**config.mk**
```make
export PLATFORM = sky130hd
export DESIGN_NAME = rle_sat_encoder
export DESIGN_NICKNAME = d
export VERILOG_FILES = /design/src/rtl/rle_enc_pkg.sv /design/src/rtl/rle_ctrl.sv /design/src/rtl/rle_elem_counter.sv /design/src/rtl/rle_run_tracker.sv /design/src/rtl/rle_pair_out.sv /design/src/rtl/rle_sat_encoder.sv
export SDC_FILE = /design/constraint.sdc
export NUM_CORES = 1
export LEC_CHECK = 0
export ABC_AREA = 1
export CAP_MARGIN = 20
export CORE_ASPECT_RATIO = 0.5
export CORE_MARGIN = 4
export CORE_UTILIZATION = 40
export DETAILED_ROUTE_END_ITERATION = 12
export DONT_BUFFER_PORTS = 1
export GPL_TIMING_DRIVEN = 0
export PLACE_DENSITY = 0.54
export SETUP_SLACK_MARGIN = 0.15
export SYNTH_ARGS = -nofsm -noshare
export SYNTH_HDL_FRONTEND = slang
export SYNTH_SLANG_ARGS = --single-unit
```
**constraint.sdc**
```tcl
create_clock -name clk -period 2.3 [get_ports clk]
set_clock_uncertainty 0.05 [all_clocks]
set_input_delay 0.345 -clock clk [delete_from_list [all_inputs] [get_ports clk]]
set_output_delay 0.345 -clock clk [all_outputs]
set_load 0.05 [all_outputs]
```
**src/rtl/rle_enc_pkg.sv**
```systemverilog
package rle_enc_pkg;

  typedef enum logic [1:0] {
    ST_IDLE  = 2'd0,
    ST_RUN   = 2'd1,
    ST_FLUSH = 2'd2,
    ST_DONE  = 2'd3
  } enc_state_t;

  // Largest count a field of cnt_w bits can hold.
  function automatic int run_limit(input int cnt_w);
    return (1 << cnt_w) - 1;
  endfunction

  // A run may grow while its count is below the field limit.
  function automatic bit run_can_grow(input int cnt, input int cnt_w);
    return cnt < run_limit(cnt_w);
  endfunction

  // True when an accepted element is the final one of the stream.
  function automatic bit is_final_elem(input int taken_before, input int len);
    return (taken_before + 1) == len;
  endfunction

endpackage

```
**src/rtl/rle_ctrl.sv**
```systemverilog
module rle_ctrl
  import rle_enc_pkg::*;
(
  input  logic       clk,
  input  logic       rst,
  input  logic       start,
  input  logic       len_zero,
  input  logic       last_take,
  output enc_state_t state,
  output logic       run_en,
  output logic       flush_now,
  output logic       restart
);

  enc_state_t state_q, state_d;

  assign restart   = start && (state_q == ST_IDLE || state_q == ST_DONE);
  assign run_en    = (state_q == ST_RUN);
  assign flush_now = (state_q == ST_FLUSH);
  assign state     = state_q;

  always_comb begin
    state_d = state_q;
    unique case (state_q)
      ST_IDLE, ST_DONE: if (start) state_d = len_zero ? ST_DONE : ST_RUN;
      ST_RUN:           if (last_take) state_d = ST_FLUSH;
      ST_FLUSH:         state_d = ST_DONE;
      default:          state_d = ST_IDLE;
    endcase
  end

  always_ff @(posedge clk) begin
    if (rst) state_q <= ST_IDLE;
    else     state_q <= state_d;
  end

  // done persists until a new start is seen
  a_r5_done_sticky: assert property (@(posedge clk) disable iff (rst)
    (state_q == ST_DONE && !start) |=> (state_q == ST_DONE));

  // a running stream leaves RUN only through its last element
  a_r8_run_holds: assert property (@(posedge clk) disable iff (rst)
    (state_q == ST_RUN && !last_take) |=> (state_q == ST_RUN));

endmodule

```
**src/rtl/rle_elem_counter.sv**
```systemverilog
module rle_elem_counter
  import rle_enc_pkg::*;
#(
  parameter int LEN_W = 16
) (
  input  logic             clk,
  input  logic             rst,
  input  logic             restart,
  input  logic             take,
  input  logic [LEN_W-1:0] total_len,
  output logic             len_zero,
  output logic             last_take
);

  logic [LEN_W-1:0] seen_q;
  logic [LEN_W-1:0] len_q;

  assign len_zero  = (total_len == '0);
  assign last_take = take && is_final_elem(int'(seen_q), int'(len_q));

  always_ff @(posedge clk) begin
    if (rst) begin
      seen_q <= '0;
      len_q  <= '0;
    end else if (restart) begin
      seen_q <= '0;
      len_q  <= total_len;
    end else if (take) begin
      seen_q <= seen_q + 1'b1;
    end
  end

  // the element count never passes the captured length
  a_r5_count_within_len: assert property (@(posedge clk) disable iff (rst)
    seen_q <= len_q);

endmodule

```
**src/rtl/rle_run_tracker.sv**
```systemverilog
module rle_run_tracker
  import rle_enc_pkg::*;
#(
  parameter int DATA_W = 8,
  parameter int CNT_W  = 3
) (
  input  logic              clk,
  input  logic              rst,
  input  logic              restart,
  input  logic              take,
  input  logic              flush,
  input  logic [DATA_W-1:0] in_data,
  output logic              emit,
  output logic [DATA_W-1:0] emit_value,
  output logic [CNT_W-1:0]  emit_count
);

  localparam logic [CNT_W-1:0] MAX_RUN = CNT_W'(run_limit(CNT_W));

  logic [DATA_W-1:0] held_q;
  logic [CNT_W-1:0]  cnt_q;      // zero means no run is pending
  logic              pending;
  logic              same_byte;
  logic              grow;

  assign pending    = (cnt_q != '0);
  assign same_byte  = (in_data == held_q);
  assign grow       = take && pending && same_byte && run_can_grow(int'(cnt_q), CNT_W);
  assign emit       = (take && pending && !grow) || (flush && pending);
  assign emit_value = held_q;
  assign emit_count = cnt_q;

  always_ff @(posedge clk) begin
    if (rst) begin
      held_q <= '0;
      cnt_q  <= '0;
    end else if (restart || flush) begin
      cnt_q  <= '0;
    end else if (take) begin
      if (grow) begin
        cnt_q  <= cnt_q + 1'b1;
      end else begin
        held_q <= in_data;
        cnt_q  <= CNT_W'(1);
      end
    end
  end

  // a matching byte below the limit extends the run by one
  a_r2_run_grows: assert property (@(posedge clk) disable iff (rst)
    (take && pending && same_byte && cnt_q < MAX_RUN) |=> (cnt_q == $past(cnt_q) + 1'b1));

  // a saturated run always restarts at one
  a_r3_split_restart: assert property (@(posedge clk) disable iff (rst)
    (take && cnt_q == MAX_RUN) |=> (cnt_q == CNT_W'(1)));

endmodule

```
**src/rtl/rle_pair_out.sv**
```systemverilog
module rle_pair_out #(
  parameter int DATA_W = 8,
  parameter int CNT_W  = 3
) (
  input  logic              clk,
  input  logic              rst,
  input  logic              emit,
  input  logic [DATA_W-1:0] emit_value,
  input  logic [CNT_W-1:0]  emit_count,
  output logic              out_valid,
  output logic [DATA_W-1:0] out_value,
  output logic [CNT_W-1:0]  out_count
);

  always_ff @(posedge clk) begin
    if (rst) begin
      out_valid <= 1'b0;
      out_value <= '0;
      out_count <= '0;
    end else begin
      out_valid <= emit;
      if (emit) begin
        out_value <= emit_value;
        out_count <= emit_count;
      end
    end
  end

  // an emitted pair never carries a zero count
  a_r4_count_nonzero: assert property (@(posedge clk) disable iff (rst)
    out_valid |-> (out_count != '0));

  // the strobe is low on the first cycle out of reset
  a_r1_quiet_after_reset: assert property (@(posedge clk) disable iff (rst)
    $past(rst) |-> !out_valid);

endmodule

```
**src/rtl/rle_sat_encoder.sv**
```systemverilog
module rle_sat_encoder
  import rle_enc_pkg::*;
#(
  parameter int DATA_W = 8,
  parameter int CNT_W  = 3,
  parameter int LEN_W  = 16
) (
  input  logic              clk,
  input  logic              rst,
  input  logic              start,
  input  logic [LEN_W-1:0]  total_len,
  input  logic              in_valid,
  input  logic [DATA_W-1:0] in_data,
  output logic              out_valid,
  output logic [DATA_W-1:0] out_value,
  output logic [CNT_W-1:0]  out_count,
  output logic              done,
  output logic              busy
);

  enc_state_t        state;
  logic              run_en;
  logic              flush_now;
  logic              restart;
  logic              take;
  logic              len_zero;
  logic              last_take;
  logic              emit;
  logic [DATA_W-1:0] emit_value;
  logic [CNT_W-1:0]  emit_count;

  assign take = run_en && in_valid;
  assign done = (state == ST_DONE);
  assign busy = run_en || flush_now;

  rle_ctrl u_ctrl (
    .clk       (clk),
    .rst       (rst),
    .start     (start),
    .len_zero  (len_zero),
    .last_take (last_take),
    .state     (state),
    .run_en    (run_en),
    .flush_now (flush_now),
    .restart   (restart)
  );

  rle_elem_counter #(.LEN_W(LEN_W)) u_count (
    .clk       (clk),
    .rst       (rst),
    .restart   (restart),
    .take      (take),
    .total_len (total_len),
    .len_zero  (len_zero),
    .last_take (last_take)
  );

  rle_run_tracker #(.DATA_W(DATA_W), .CNT_W(CNT_W)) u_track (
    .clk        (clk),
    .rst        (rst),
    .restart    (restart),
    .take       (take),
    .flush      (flush_now),
    .in_data    (in_data),
    .emit       (emit),
    .emit_value (emit_value),
    .emit_count (emit_count)
  );

  rle_pair_out #(.DATA_W(DATA_W), .CNT_W(CNT_W)) u_out (
    .clk        (clk),
    .rst        (rst),
    .emit       (emit),
    .emit_value (emit_value),
    .emit_count (emit_count),
    .out_valid  (out_valid),
    .out_value  (out_value),
    .out_count  (out_count)
  );

  // nothing is emitted outside an active stream
  a_r7_quiet_when_idle: assert property (@(posedge clk) disable iff (rst)
    (state == ST_IDLE || state == ST_DONE) |-> !emit);

endmodule

```
==> impl_summary.log <==
[metrics] status: finished clean
[metrics] Post-Synthesis Mean Instance Area: 6.52 µm²
[metrics] synth-to-layout area growth: 21.6%
[metrics] via count of the first global-routing pass: 2,863
[metrics] DRC viols: 0
[metrics] net switching fraction of the power: 0.340
[metrics] Reg2Reg Capture Point: u_ctrl.state[1]$_SDFFE_PP0P_
[metrics] number of vias per cell after detailed routing: 5.18
[metrics] Arrival @ worst endpoint: 2.29 ns
[metrics] sequential cell area fraction in the yosys report: 0.382
[metrics] RR Startpoint: u_ctrl.state[0]$_SDFFE_PP0P_
[metrics] count of final hold-check violations: 0
[metrics] clock buffers created by TritonCTS: 9
[metrics] global routing usage summed across all routing layers: 0.192
[metrics] vias: 2,976
[metrics] relative slew slack: 0.604
[metrics] power per cell area: 1080 mW/mm²
[metrics] I/O pin cnt: 42
[metrics] antenna-violating nets left: 0
[metrics] routed len/inst: 14.5 µm
[metrics] Min-Delay Path Depth: 1
[metrics] part of the power in combinational logic: 0.255
[metrics] antenna violations before repair: 0
[metrics] DP Wirelength: 6250 µm
[metrics] fill cell total of the finished layout: 701
[metrics] type of the worst setup path: reg2reg
[metrics] H-Tree Level Count: 3
[metrics] Root Buffer: sky130_fd_sc_hd__clkbuf_16
[metrics] Setup violations, final: 0
[metrics] number of buffers inserted by hold repair at cts: 0
[metrics] Starting Density: 0.429
[metrics] combined area of all synthesized cells: 0.00299 mm²
[metrics] Placement Rows: 21
[metrics] yosys warns: 0
[metrics] relative contribution of the clock network to total power: 0.400
[metrics] CP max-delay cell: sky130_fd_sc_hd__dfxtp_2
[metrics] final count of pins violating max slew: 0
[metrics] Die Span X: 130 µm
[metrics] met2 track demand over resource: 0.304
[metrics] critical-path cell list: inv_1, ha_1, nand2_2, nand2_1, inv_1, nand3_1, nor2_1, nand3_1, nor2_1, nand2_1, nor3_2, nand2_2, nand3_1, nand2_1, nor2_1
[metrics] first-iteration detailed-routing DRC count: 148
[metrics] global route overflow: 0
[metrics] max-cap violation count: 0
[metrics] met3 track demand over resource: 0.0710
[metrics] post-layout power: 3.93 mW
[metrics] leakage component of the power: 1.57 nW
[metrics] worst-case setup slack after placement: -0.0917 ns
[metrics] clock buffer depth: 2
[metrics] post-synth cell types: 22
[metrics] unrepaired setup endpoints after global routing: yes
[metrics] final estimated routing congestion in global placement: 0.832
[metrics] setup_tns: 0 ns
[metrics] synthesized instance count: 458
[metrics] internal power: 2.60 mW
[metrics] Period Utilization, post-route: 0.898
[metrics] share of final-layout standard cells stronger than drive strength 1: 0.131
[metrics] die boundary height: 69.1 µm
[metrics] Pre-Repair DR Iteration Count: 4
[metrics] CP max FO: 4
[metrics] endpoint required time on the critical path: 2.52 ns
[metrics] Inserted Diodes: 0
[metrics] Register-to-Register Setup Slack: 0.24 ns
[metrics] core area: 0.00696 mm²
[metrics] highest ir drop seen on vdd: 0.602 mV
[metrics] gr busiest metal: met2
[metrics] number of nets in the layout: 511
[metrics] Critical Path Sink Type: flip-flop
[metrics] number of input and output port buffers inserted: 0
[metrics] Setup WS post-layout: 0.235 ns
[metrics] met1 track utilization from global routing: 0.233
[metrics] largest net degree at the start of global routing: 12
[metrics] CTS tree: done
[metrics] clock transition at the registers of the reported paths: 0.05 ns
[metrics] Crit path largest cell delay: 0.38 ns
[metrics] Hold Path End: u_ctrl.state[0]$_SDFFE_PP0P_
[metrics] maximum frequency from static timing analysis: 0.484 GHz
[metrics] part of the total power dissipated in sequential elements: 0.345
[metrics] Syn Nets: 492
[metrics] post-layout minimum cycle time: 2.06 ns
[metrics] kind of launch point of the worst setup path: flip-flop
[metrics] path depth of the worst reg2reg path: 15
[metrics] flops & latches, synth: 57
[metrics] count of clock tree sinks: 57
[metrics] startpoint of the most critical hold path: rst
[metrics] wire length of the first global-routing pass: 13,500 µm
[metrics] reported net switching power: 1.33 mW
[metrics] area of the die: 0.00899 mm²
[metrics] Worst-Margin Slew: 0.594 ns
[metrics] Worst-Skew Late Latency: 0.33 ns
[metrics] worst min path class: in2reg
[metrics] routed wire length: 8350 µm
[critical path: cells and delay by family (launching register included)]
| family | cells | cell delay, ns |
|---|---|---|
| flip-flops | 1 | 0.38 |
| buffers and inverters | 2 | 0.10 |
| adder cells (fa/ha/maj) | 1 | 0.36 |
| AND/OR/NAND/NOR | 12 | 1.11 |
[sequential cells by signal (all words and copies together) (netlist names)]
signal              flops
u_track.emit_value      8
u_out.out_value         8
u_out.out_count         3
u_ctrl.state            2
u_track.emit_count      3
u_count.seen_q         16
u_out.out_valid         1
u_count.len_q          16
[worst max path at each step]
stage                                      start                            endpoint  depth (start not counted)
floorplan           u_ctrl.state[1]$_SDFFE_PP0P_     u_out.out_count[0]$_SDFFE_PP0P_                         14
global placement    u_ctrl.state[0]$_SDFFE_PP0P_      u_count.seen_q[5]$_SDFFE_PP0P_                         10
detailed placement  u_ctrl.state[0]$_SDFFE_PP0P_  u_track.emit_count[2]$_SDFFE_PP0P_                          8
CTS                 u_ctrl.state[0]$_SDFFE_PP0P_     u_out.out_value[5]$_SDFFE_PP0P_                         13
global route        u_ctrl.state[0]$_SDFFE_PP0P_        u_ctrl.state[1]$_SDFFE_PP0P_                         15
finish              u_ctrl.state[0]$_SDFFE_PP0P_        u_ctrl.state[1]$_SDFFE_PP0P_                         15
[cells by family (layout without fill, tap and decap cells)]
| group | Yosys count | in the layout | share of synthesized area |
|---|---|---|---|
| adder cells (fa/ha/maj) | 6 | 6 | 0.0251 |
| AND/OR/NAND/NOR | 196 | 196 | 0.288 |
| AO/OA/AOI/OAI | 106 | 106 | 0.182 |
| XOR/XNOR | 3 | 3 | 0.00880 |
| flip-flops | 57 | 57 | 0.382 |
| buffers and inverters | 90 | 114 | 0.114 |
[per-layer routing]
metal	part of all wire	routed length, µm
met5	0	0
met1	0.44	3640
met4	0.023	190
met3	0.084	700
met2	0.46	3810
[area by class of cell]
type / count / area, µm² / area share
Sequential cell: 57 / 1150 / 0.317
Clock inverter: 6 / 115 / 0.0317
Inverter: 77 / 292 / 0.0803
Tap cell: 92 / 115 / 0.0317
Buffer: 13 / 56.3 / 0.0155
Timing Repair Buffer: 8 / 57.6 / 0.0159
Clock buffer: 10 / 239 / 0.0658
Multi-Input combinational cell: 311 / 1610 / 0.442
[cells in the final DEF (no fill, tap or decap), types with 9 or more instances in the layout]
master	netlist	routed
sky130_fd_sc_hd__dfxtp_1	57	50
sky130_fd_sc_hd__a21oi_1	52	50
sky130_fd_sc_hd__o21ai_0	49	39
sky130_fd_sc_hd__clkbuf_16	0	9
sky130_fd_sc_hd__inv_1	77	75
sky130_fd_sc_hd__nor2_1	31	28
sky130_fd_sc_hd__nand4_1	13	13
sky130_fd_sc_hd__nand3_1	34	33
sky130_fd_sc_hd__nand2_1	102	96
[metrics by stage]
stage	std cells	cell area (µm²)	util	hold slack, ns
final	574	3630	0.521	0.0243
after global routing	574	3630	0.521	0.00935
after CTS	566	3480	0.499	0.0142
after detailed placement	550	3100	0.445	0.370
after global placement	550	3100	0.445	0.366
after floorplan	458	2990	-	0.364
[power by group through the flow]
stage	Sequential, mW	Clock [mW]	Combinational [mW]
6_report	1.36	1.57	1.00
5_1_grt	1.38	1.66	1.15
4_1_cts	1.34	1.60	0.934
3_5_place_dp	1.36	0	0.916
3_3_place_gp	1.35	0	0.903
2_1_floorplan	1.33	0	0.714
[synth_stat cells, drive strengths merged]
library cell	instances	area [µm²]
inv	77	289
nand3b	1	7.51
a21oi	52	260
dfxtp	57	1140
o31ai	1	7.51
nand4	13	81.3
nor2	34	145
nor3	2	10.0
o211ai	3	22.5
nand2	102	383
buf	3	13.8
or2	5	31.3
nor4	5	31.3
ha	6	75.1
xnor2	3	26.3
clkbuf	10	37.5
nand3	34	170
o21bai	1	7.51
o21ai	49	245
[what timing repair did]
action                                  4_1_cts  5_1_grt
pin swaps                                     0        5
setup buffers                                 0        8
endpoints found under the setup margin       30       30
gates resized for setup                       8       43
Power figures use the tool's default switching activity.
